--- src/rtl/ccd_seq_pkg.sv ---
// Shared types for the CCD clock sequencer.
// Assumes: nothing beyond IEEE 1800-2017.
package ccd_seq_pkg;
    typedef enum logic [2:0] {
        ST_IDLE  = 3'd0,
        ST_INTEG = 3'd1,
        ST_VXFER = 3'd2,
        ST_GAP   = 3'd3,
        ST_HREAD = 3'd4,
        ST_DONE  = 3'd5
    } seq_state_t;
endpackage

--- src/rtl/ccd_vphase_gen.sv ---
// One vertical transfer: phase high for half_w cycles, then low for half_w
// cycles. 'last' marks the final low cycle so a new go may follow at once.
// Assumes: half_w >= 1, and go only when idle or in the last cycle.
module ccd_vphase_gen #(
    parameter int CW = 12
) (
    input  logic          clk,
    input  logic          rst_n,
    input  logic          go,
    input  logic [CW-1:0] half_w,
    output logic          ph,
    output logic          last
);
    logic          active;
    logic [CW:0]   cnt;
    logic [CW-1:0] w_q;

    // Down-counter over one full transfer period; width captured at go.
    always_ff @(posedge clk) begin
        if (!rst_n) begin
            active <= 1'b0;
            cnt    <= '0;
            w_q    <= '0;
        end else if (go) begin
            active <= 1'b1;
            cnt    <= {half_w, 1'b0} - 1'b1;
            w_q    <= half_w;
        end else if (active) begin
            if (cnt == '0) active <= 1'b0;
            else           cnt    <= cnt - 1'b1;
        end
    end

    // Upper half of the count is the high phase.
    assign ph   = active && (cnt >= {1'b0, w_q});
    assign last = active && (cnt == '0);


    vgo_legal_chk: assert property (@(posedge clk) disable iff (!rst_n)
        go |-> (!active || last));
endmodule

--- src/rtl/ccd_hphase_gen.sv ---
// One pixel period: phase high for HALF_W cycles, then low for HALF_W
// cycles. A reset-gate pulse of RG_W cycles opens the high phase.
// Assumes: 1 <= RG_W <= HALF_W; go only when idle or in the last cycle.
module ccd_hphase_gen #(
    parameter int HALF_W = 2,
    parameter int RG_W   = 1
) (
    input  logic clk,
    input  logic rst_n,
    input  logic go,
    output logic ph,
    output logic rg,
    output logic last
);
    localparam int CW = (2 * HALF_W > 2) ? $clog2(2 * HALF_W) : 1;
    localparam logic [CW-1:0] LOAD   = CW'(2 * HALF_W - 1);
    localparam logic [CW-1:0] HI_THR = CW'(HALF_W);
    localparam logic [CW-1:0] RG_THR = CW'(2 * HALF_W - RG_W);

    logic          active;
    logic [CW-1:0] cnt;

    // Down-counter over one pixel period.
    always_ff @(posedge clk) begin
        if (!rst_n) begin
            active <= 1'b0;
            cnt    <= '0;
        end else if (go) begin
            active <= 1'b1;
            cnt    <= LOAD;
        end else if (active) begin
            if (cnt == '0) active <= 1'b0;
            else           cnt    <= cnt - 1'b1;
        end
    end

    // Decode the phase, the reset-gate window and the period end.
    assign ph   = active && (cnt >= HI_THR);
    assign rg   = active && (cnt >= RG_THR);
    assign last = active && (cnt == '0);


    hgo_legal_chk: assert property (@(posedge clk) disable iff (!rst_n)
        go |-> (!active || last));

    rg_head_chk: assert property (@(posedge clk) disable iff (!rst_n)
        $rose(ph) |-> rg);
endmodule

--- src/rtl/ccd_clock_sequencer.sv ---
// Frame sequencer for a two-phase full-frame CCD. It runs integration,
// vertical transfers and horizontal readout in binning or area order.
// Assumes: synchronous active-low reset; V_HALF_BASE, H_HALF, TG_GAP >= 1;
// RG_WIDTH <= H_HALF; mode and geometry are sampled when start is taken.
module ccd_clock_sequencer
    import ccd_seq_pkg::*;
#(
    parameter int EFF_COLS_NARROW = 512,
    parameter int EFF_COLS_WIDE   = 1024,
    parameter int EFF_ROWS_SHORT  = 58,
    parameter int EFF_ROWS_TALL   = 122,
    parameter int BEVEL_ROWS      = 6,
    parameter int LEAD_DUMMY      = 10,
    parameter int TRAIL_DUMMY     = 9,
    parameter int V_HALF_BASE     = 500,
    parameter int H_HALF          = 500,
    parameter int RG_WIDTH        = 25,
    parameter int TG_GAP          = 750,
    parameter int INTEG_W         = 24
) (
    input  logic               clk,
    input  logic               rst_n,
    input  logic               start,
    input  logic [INTEG_W-1:0] integ_len,
    input  logic               area_mode,
    input  logic               tall_dev,
    input  logic               wide_dev,
    output logic               vclk_a,
    output logic               vclk_b,
    output logic               xfer_gate,
    output logic               hclk_a,
    output logic               hclk_b,
    output logic               sum_gate,
    output logic               rst_gate,
    output logic               shutter_open,
    output logic               pix_valid,
    output logic               frame_done
);
    localparam int LINE_NARROW = LEAD_DUMMY + EFF_COLS_NARROW + TRAIL_DUMMY + 1;
    localparam int LINE_WIDE   = LEAD_DUMMY + EFF_COLS_WIDE + TRAIL_DUMMY + 1;
    localparam int ROWS_SHORT  = EFF_ROWS_SHORT + BEVEL_ROWS;
    localparam int ROWS_TALL   = EFF_ROWS_TALL + BEVEL_ROWS;
    localparam int PIX_CW      = $clog2(LINE_WIDE + 1);
    localparam int ROW_CW      = $clog2(ROWS_TALL + 1);
    localparam int VW_CW       = $clog2(4 * V_HALF_BASE + 1);
    localparam int GAP_CW      = $clog2(TG_GAP + 1);

    seq_state_t          state_q;
    logic                area_q, tall_q, wide_q;
    logic [INTEG_W-1:0]  icnt;
    logic [ROW_CW-1:0]   row_cnt;
    logic [PIX_CW-1:0]   pix_cnt;
    logic [GAP_CW-1:0]   gcnt;

    logic [ROW_CW-1:0]   n_rows;
    logic [PIX_CW-1:0]   line_len, eff_cols;
    logic [VW_CW-1:0]    v_half;
    logic                v_ph, v_last, h_ph, h_rg, h_last;
    logic                vgo, hgo, line_end;

    // Geometry for the captured device size.
    always_comb begin
        n_rows   = tall_q ? ROW_CW'(ROWS_TALL) : ROW_CW'(ROWS_SHORT);
        line_len = wide_q ? PIX_CW'(LINE_WIDE) : PIX_CW'(LINE_NARROW);
        eff_cols = wide_q ? PIX_CW'(EFF_COLS_WIDE) : PIX_CW'(EFF_COLS_NARROW);
        v_half   = VW_CW'(V_HALF_BASE) << ({1'b0, tall_q} + {1'b0, wide_q});
    end

    // Launch conditions for the two phase generators.
    always_comb begin
        line_end = h_last && (pix_cnt == line_len - 1'b1);
        vgo = ((state_q == ST_INTEG) && (icnt == '0))
           || ((state_q == ST_VXFER) && v_last && !area_q
               && (row_cnt != n_rows - 1'b1))
           || ((state_q == ST_HREAD) && line_end && area_q
               && (row_cnt != n_rows));
        hgo = ((state_q == ST_GAP) && (gcnt == '0))
           || ((state_q == ST_HREAD) && h_last && !line_end);
    end

    // Frame state machine with its row, pixel and delay counters.
    always_ff @(posedge clk) begin
        if (!rst_n) begin
            state_q <= ST_IDLE;
            area_q  <= 1'b0;
            tall_q  <= 1'b0;
            wide_q  <= 1'b0;
            icnt    <= '0;
            row_cnt <= '0;
            pix_cnt <= '0;
            gcnt    <= '0;
        end else begin
            unique case (state_q)
                ST_IDLE: if (start) begin
                    state_q <= ST_INTEG;
                    area_q  <= area_mode;
                    tall_q  <= tall_dev;
                    wide_q  <= wide_dev;
                    icnt    <= (integ_len == '0) ? '0 : integ_len - 1'b1;
                    row_cnt <= '0;
                    pix_cnt <= '0;
                end
                ST_INTEG: begin
                    if (icnt == '0) state_q <= ST_VXFER;
                    else            icnt    <= icnt - 1'b1;
                end
                ST_VXFER: if (v_last) begin
                    row_cnt <= row_cnt + 1'b1;
                    if (area_q || (row_cnt == n_rows - 1'b1)) begin
                        state_q <= ST_GAP;
                        gcnt    <= GAP_CW'(TG_GAP - 1);
                    end
                end
                ST_GAP: begin
                    if (gcnt == '0) begin
                        state_q <= ST_HREAD;
                        pix_cnt <= '0;
                    end else begin
                        gcnt <= gcnt - 1'b1;
                    end
                end
                ST_HREAD: if (h_last) begin
                    if (line_end) begin
                        pix_cnt <= '0;
                        if (!area_q || (row_cnt == n_rows)) state_q <= ST_DONE;
                        else                                state_q <= ST_VXFER;
                    end else begin
                        pix_cnt <= pix_cnt + 1'b1;
                    end
                end
                default: state_q <= ST_IDLE;
            endcase
        end
    end

    ccd_vphase_gen #(.CW(VW_CW)) u_vgen (
        .clk    (clk),
        .rst_n  (rst_n),
        .go     (vgo),
        .half_w (v_half),
        .ph     (v_ph),
        .last   (v_last)
    );

    ccd_hphase_gen #(.HALF_W(H_HALF), .RG_W(RG_WIDTH)) u_hgen (
        .clk   (clk),
        .rst_n (rst_n),
        .go    (hgo),
        .ph    (h_ph),
        .rg    (h_rg),
        .last  (h_last)
    );

    // Output mapping: complementary pairs and the follower gates.
    assign vclk_b       = v_ph;
    assign vclk_a       = !v_ph;
    assign xfer_gate    = v_ph;
    assign hclk_a       = h_ph;
    assign hclk_b       = !h_ph;
    assign sum_gate     = !h_ph;
    assign rst_gate     = h_rg;
    assign shutter_open = (state_q == ST_INTEG);
    assign frame_done   = (state_q == ST_DONE);
    assign pix_valid    = (state_q == ST_HREAD) && h_last
                       && (pix_cnt >= PIX_CW'(LEAD_DUMMY))
                       && (pix_cnt < PIX_CW'(LEAD_DUMMY) + eff_cols)
                       && (!area_q || (row_cnt > ROW_CW'(BEVEL_ROWS)));


    shutter_dark_chk: assert property (@(posedge clk) disable iff (!rst_n)
        (state_q == ST_INTEG) |-> (!v_ph && !h_ph));

    bin_order_chk: assert property (@(posedge clk) disable iff (!rst_n)
        (!area_q && h_ph) |-> (row_cnt == n_rows));

    row_bound_chk: assert property (@(posedge clk) disable iff (!rst_n)
        row_cnt <= n_rows);

    gap_quiet_chk: assert property (@(posedge clk) disable iff (!rst_n)
        (state_q == ST_GAP) |-> (!h_ph && !v_ph));

    done_single_chk: assert property (@(posedge clk) disable iff (!rst_n)
        frame_done |=> !frame_done);

    cfg_hold_chk: assert property (@(posedge clk) disable iff (!rst_n)
        ((state_q != ST_IDLE) && ($past(state_q) != ST_IDLE))
        |-> ($stable(area_q) && $stable(tall_q) && $stable(wide_q)));
endmodule

--- config.mk ---
export PLATFORM = sky130hd
export DESIGN_NAME = ccd_clock_sequencer
export DESIGN_NICKNAME = d
export VERILOG_FILES = /design/src/rtl/ccd_seq_pkg.sv /design/src/rtl/ccd_vphase_gen.sv /design/src/rtl/ccd_hphase_gen.sv /design/src/rtl/ccd_clock_sequencer.sv
export SDC_FILE = /design/constraint.sdc
export NUM_CORES = 1
export LEC_CHECK = 0
export ABC_CLOCK_PERIOD_IN_PS = 3700
export BUFFER_PORTS_ARGS = -buffer_cell sky130_fd_sc_hd__buf_2
export CORE_ASPECT_RATIO = 1.5
export CORE_MARGIN = 3
export CORE_UTILIZATION = 35
export CTS_CLUSTER_SIZE = 10
export DETAILED_ROUTE_END_ITERATION = 10
export GPL_ROUTABILITY_DRIVEN = 1
export SETUP_SLACK_MARGIN = 0.1
export SYNTH_ARGS = -nofsm -noshare
export SYNTH_HDL_FRONTEND = slang
export SYNTH_HIERARCHICAL = 1
export SYNTH_SLANG_ARGS = --single-unit
export TNS_END_PERCENT = 100
--- constraint.sdc ---
create_clock -name clk -period 3.7 [get_ports clk]
set_clock_uncertainty 0.2 [all_clocks]
set_input_delay 0 -clock clk [delete_from_list [all_inputs] [get_ports clk]]
set_output_delay 0 -clock clk [all_outputs]
set_load 0.02 [all_outputs]
==> impl_results.md <==
- I/O pin cnt: 40
- Antenna violations before repair: 0
- Final setup fails: 0
- Total grt overflow: 0
- Drt first pass iters: 5
- DRC viols: 0
- Cell variety after synth: 80
- Seq pwr share: 42.1%
- Pwr Density: 345 mW/mm²
- Most common cell after layout, fill and taps aside: dfxtp_1
- # Post-CTS Setup Buffers: 0
- TritonCTS clock tree: built
- Largest family of logic cells by synthesized area: simple AND/OR/NAND/NOR gates
- Slowest stage delay, CP: 0.57 ns
- Worst-path clk slew: 0.07 ns
- Cts bufs inserted: 9
- Layout area overhead: 17.6%
- Sw frac: 30.5%
- Worst setup path start: u_hgen/cnt[5]
- Layout cells sized above 1: 11.5%
- Adder-Cell Fraction of Synth Area: 6.37%
- Crit path launch type: flop
- Final TNS setup: 0 ns
- Sequential element share of the synthesized area: 29.1%
- Max-Cap Viols: 0
- Mux contribution to synthesized area: 2.68%
- Internal power: 1.82 mW
- Clock buffer depth: 2
- Diode count: 0
- Placement Rows: 60
- Maximum vdd ir drop: 0.000194 V
- Iteration-0 DRC count of the detailed router: 347
- Yosys warnings: 6
- Fin nets: 936
- Hold WC Path Type: in -> reg
- GRT Total Usage: 17.7%
- Complex-gate fraction of the synthesized area: 22.5%
- Number of global-route vias before repair: 6054
- Share of total power in combinational logic: 21.7%
- Min-delay src: start
- Max-slew violations: 0
- Synthesized flop and latch total: 94
- RSZ-0062 raised after global routing: no
- First-pass GRT wire length: 29.2 mm
- Placeable Area: 0.0180 mm²
- Max Freq: 0.311 GHz
- Worst path required time: 3.79 ns
- Syn avg cell area: 8.17 µm²
- Slowest CP cell: or4_1
- Commonest non-fill, non-tap cells in the layout: dfxtp_1 (94), nor2_1 (56), nand2_1 (56), inv_1 (45), a21oi_1 (40)
- Part of the power in the clock network: 36.2%
- I/O Buffers: 39
- Simple-gate area share of the yosys netlist: 27.0%
- Root Driver: clkbuf_16
- Routability Congestion: 0.850
- Final cell count without fillers: 1095
- WL/cell: 15.8 µm
- Least-Margin Pin Slew: 1.19 ns
- Final HPWL DP: 12.7 mm
- Status: finished clean
- Antenna-violating nets left: 0
- Async SR Flop Fraction: 0%
- Rel. slew slack: 20.0%
- EDFF count, synth: 0
- Minimum clock period after layout: 3.22 ns
- Die H: 173 µm
- Die area: 0.0202 mm²
- Initial cell density of the core: 36.0%
- Leak pwr: 2.81 nW
- H-tree Lvls: 3
- Dpl cells: 1050
- WP data arrival: 3.31 ns
- Vias: 6099
- Worst r2r src: u_hgen/cnt[5]
- Cell chain of the critical path: or4_1 -> nor3_2 -> and2_1 -> nand3_1 -> nor2_1 -> nor4b_2 -> o21ai_0 -> inv_2 -> nand2_1 -> nor4_1 -> a41o_1
- Largest delay share family, worst path: simple AND/OR/NAND/NOR gates
- Mapped Area: 0.00648 mm²
- Tcrit/Tclk final: 87.0%
- Clock sinks: 94
- Die X: 117 µm
- Critical path capture point type: flop
- Final wirelength: 17.3 mm
- Clk_lat worst skew: 0.34 ns
- Post-Synth XOR/XNOR Area: 7.17%
- Primary flip-flop cell chosen by synthesis mapping: dfxtp_1
- Crit path kind: reg -> reg
- Switching power of the nets: 0.802 mW
- Via/cell ratio: 5.57
- Fin. Hold Viols: 0
- Number of buffers and inverters on the critical path: 1
- Peak fanout along the critical path: 8
- Cell count after synthesis: 793
- Largest net degree at the start of global routing: 31
## worst min-delay path: cells and delay by family
| family | cells | cell delay (ns) |
|---|---|---|
| and+or+nand+nor | 3 | 0.31 |
| buffers and inverters | 1 | 0.15 |
| AOI/OAI and AO/OA | 1 | 0.05 |
## flip-flops by register name, indices dropped and copies added (netlist names), 3 cells and up
name	cells
row_cnt	8
state_q	3
u_vgen/w_q	11
gcnt	10
u_vgen/cnt	12
u_hgen/cnt	10
icnt	24
pix_cnt	11
## path summary, 6_finish.rpt
| check | endpoint | slack [ns] | cells after the start |
|---|---|---|---|
| setup reg to reg | u_hgen/cnt[3] | 0.48 | 11 |
| setup / recovery | u_hgen/cnt[3] | 0.48 | 11 |
| hold reg to reg | icnt[7] | 0.31 | 2 |
| hold / removal | area_q | 0.02 | 5 |
## logic make-up after synthesis
kind of cell             Yosys count
AND/OR/NAND/NOR                  311
AO/OA/AOI/OAI                    202
flip-flops                        94
buffers and inverters             81
XOR/XNOR                          53
adder cells (fa/ha/maj)           33
multiplexers                      17
other                              2
## repair_timing
item | CTS | global route
gates resized for setup | 1 | 2
hold endpoints to repair | 34 | 0
hold buffers | 29 | 0
setup endpoints to repair | 1 | 1
## synth_stat cells (15+ instances only)
master    number  share of area [%]
or3_1         21                2.0
clkbuf_1      22                1.3
nand3_1       21                1.6
inv_1         46                2.7
nor2_1        56                3.2
xnor2_1       25                3.4
a21oi_1       40                3.1
nor3_1        28                2.2
o31a_1        16                2.2
o211ai_1      15                1.7
nand2_1       56                3.2
o21ai_0       32                2.5
xor2_1        28                3.8
nor4_1        20                1.9
dfxtp_1       94                 29
ha_1          33                6.4
## per-layer routing
metal  track usage [%]  vias to the layer above  routed length [µm]
met5                 0                        -                   0
met4              7.80                        0                 572
met3              2.56                       36                 467
met2              31.2                      123                8910
met1              20.8                     2831                7310
li1                  -                     3109                   -
## power groups by stage
stage	clock network [mW]	registers [mW]	logic, mW
after CTS	0.982	1.11	0.562
after detailed placement	0	1.13	0.537
after floorplan	0	1.11	0.373
after global placement	0	1.13	0.538
after global routing	1.02	1.11	0.631
final	0.950	1.11	0.569
## cell type report
type / count / area (µm²)
Timing Repair Buffer: 88 / 648
Multi-Input combinational cell: 634 / 4340
Sequential cell: 94 / 1880
Clock inverter: 4 / 56.3
Fill cell: 1829 / 10400
Tap cell: 217 / 272
Inverter: 46 / 173
Clock buffer: 12 / 246
## per-stage QoR
stage               worst slack, ns  area [µm²]  util, %  total power [mW]  hold WS, ns
floorplan                     0.264        6540        -              1.48      -0.0825
global placement              0.167        7020     38.9              1.67       0.0633
detailed placement            0.121        7020     38.9              1.66       0.0619
CTS                           0.320        7610     42.3              2.65       0.0148
global route                  0.119        7620     42.3              2.76       0.0642
finish                        0.481        7620     42.3              2.63       0.0222
Power figures use the tool's default switching activity.
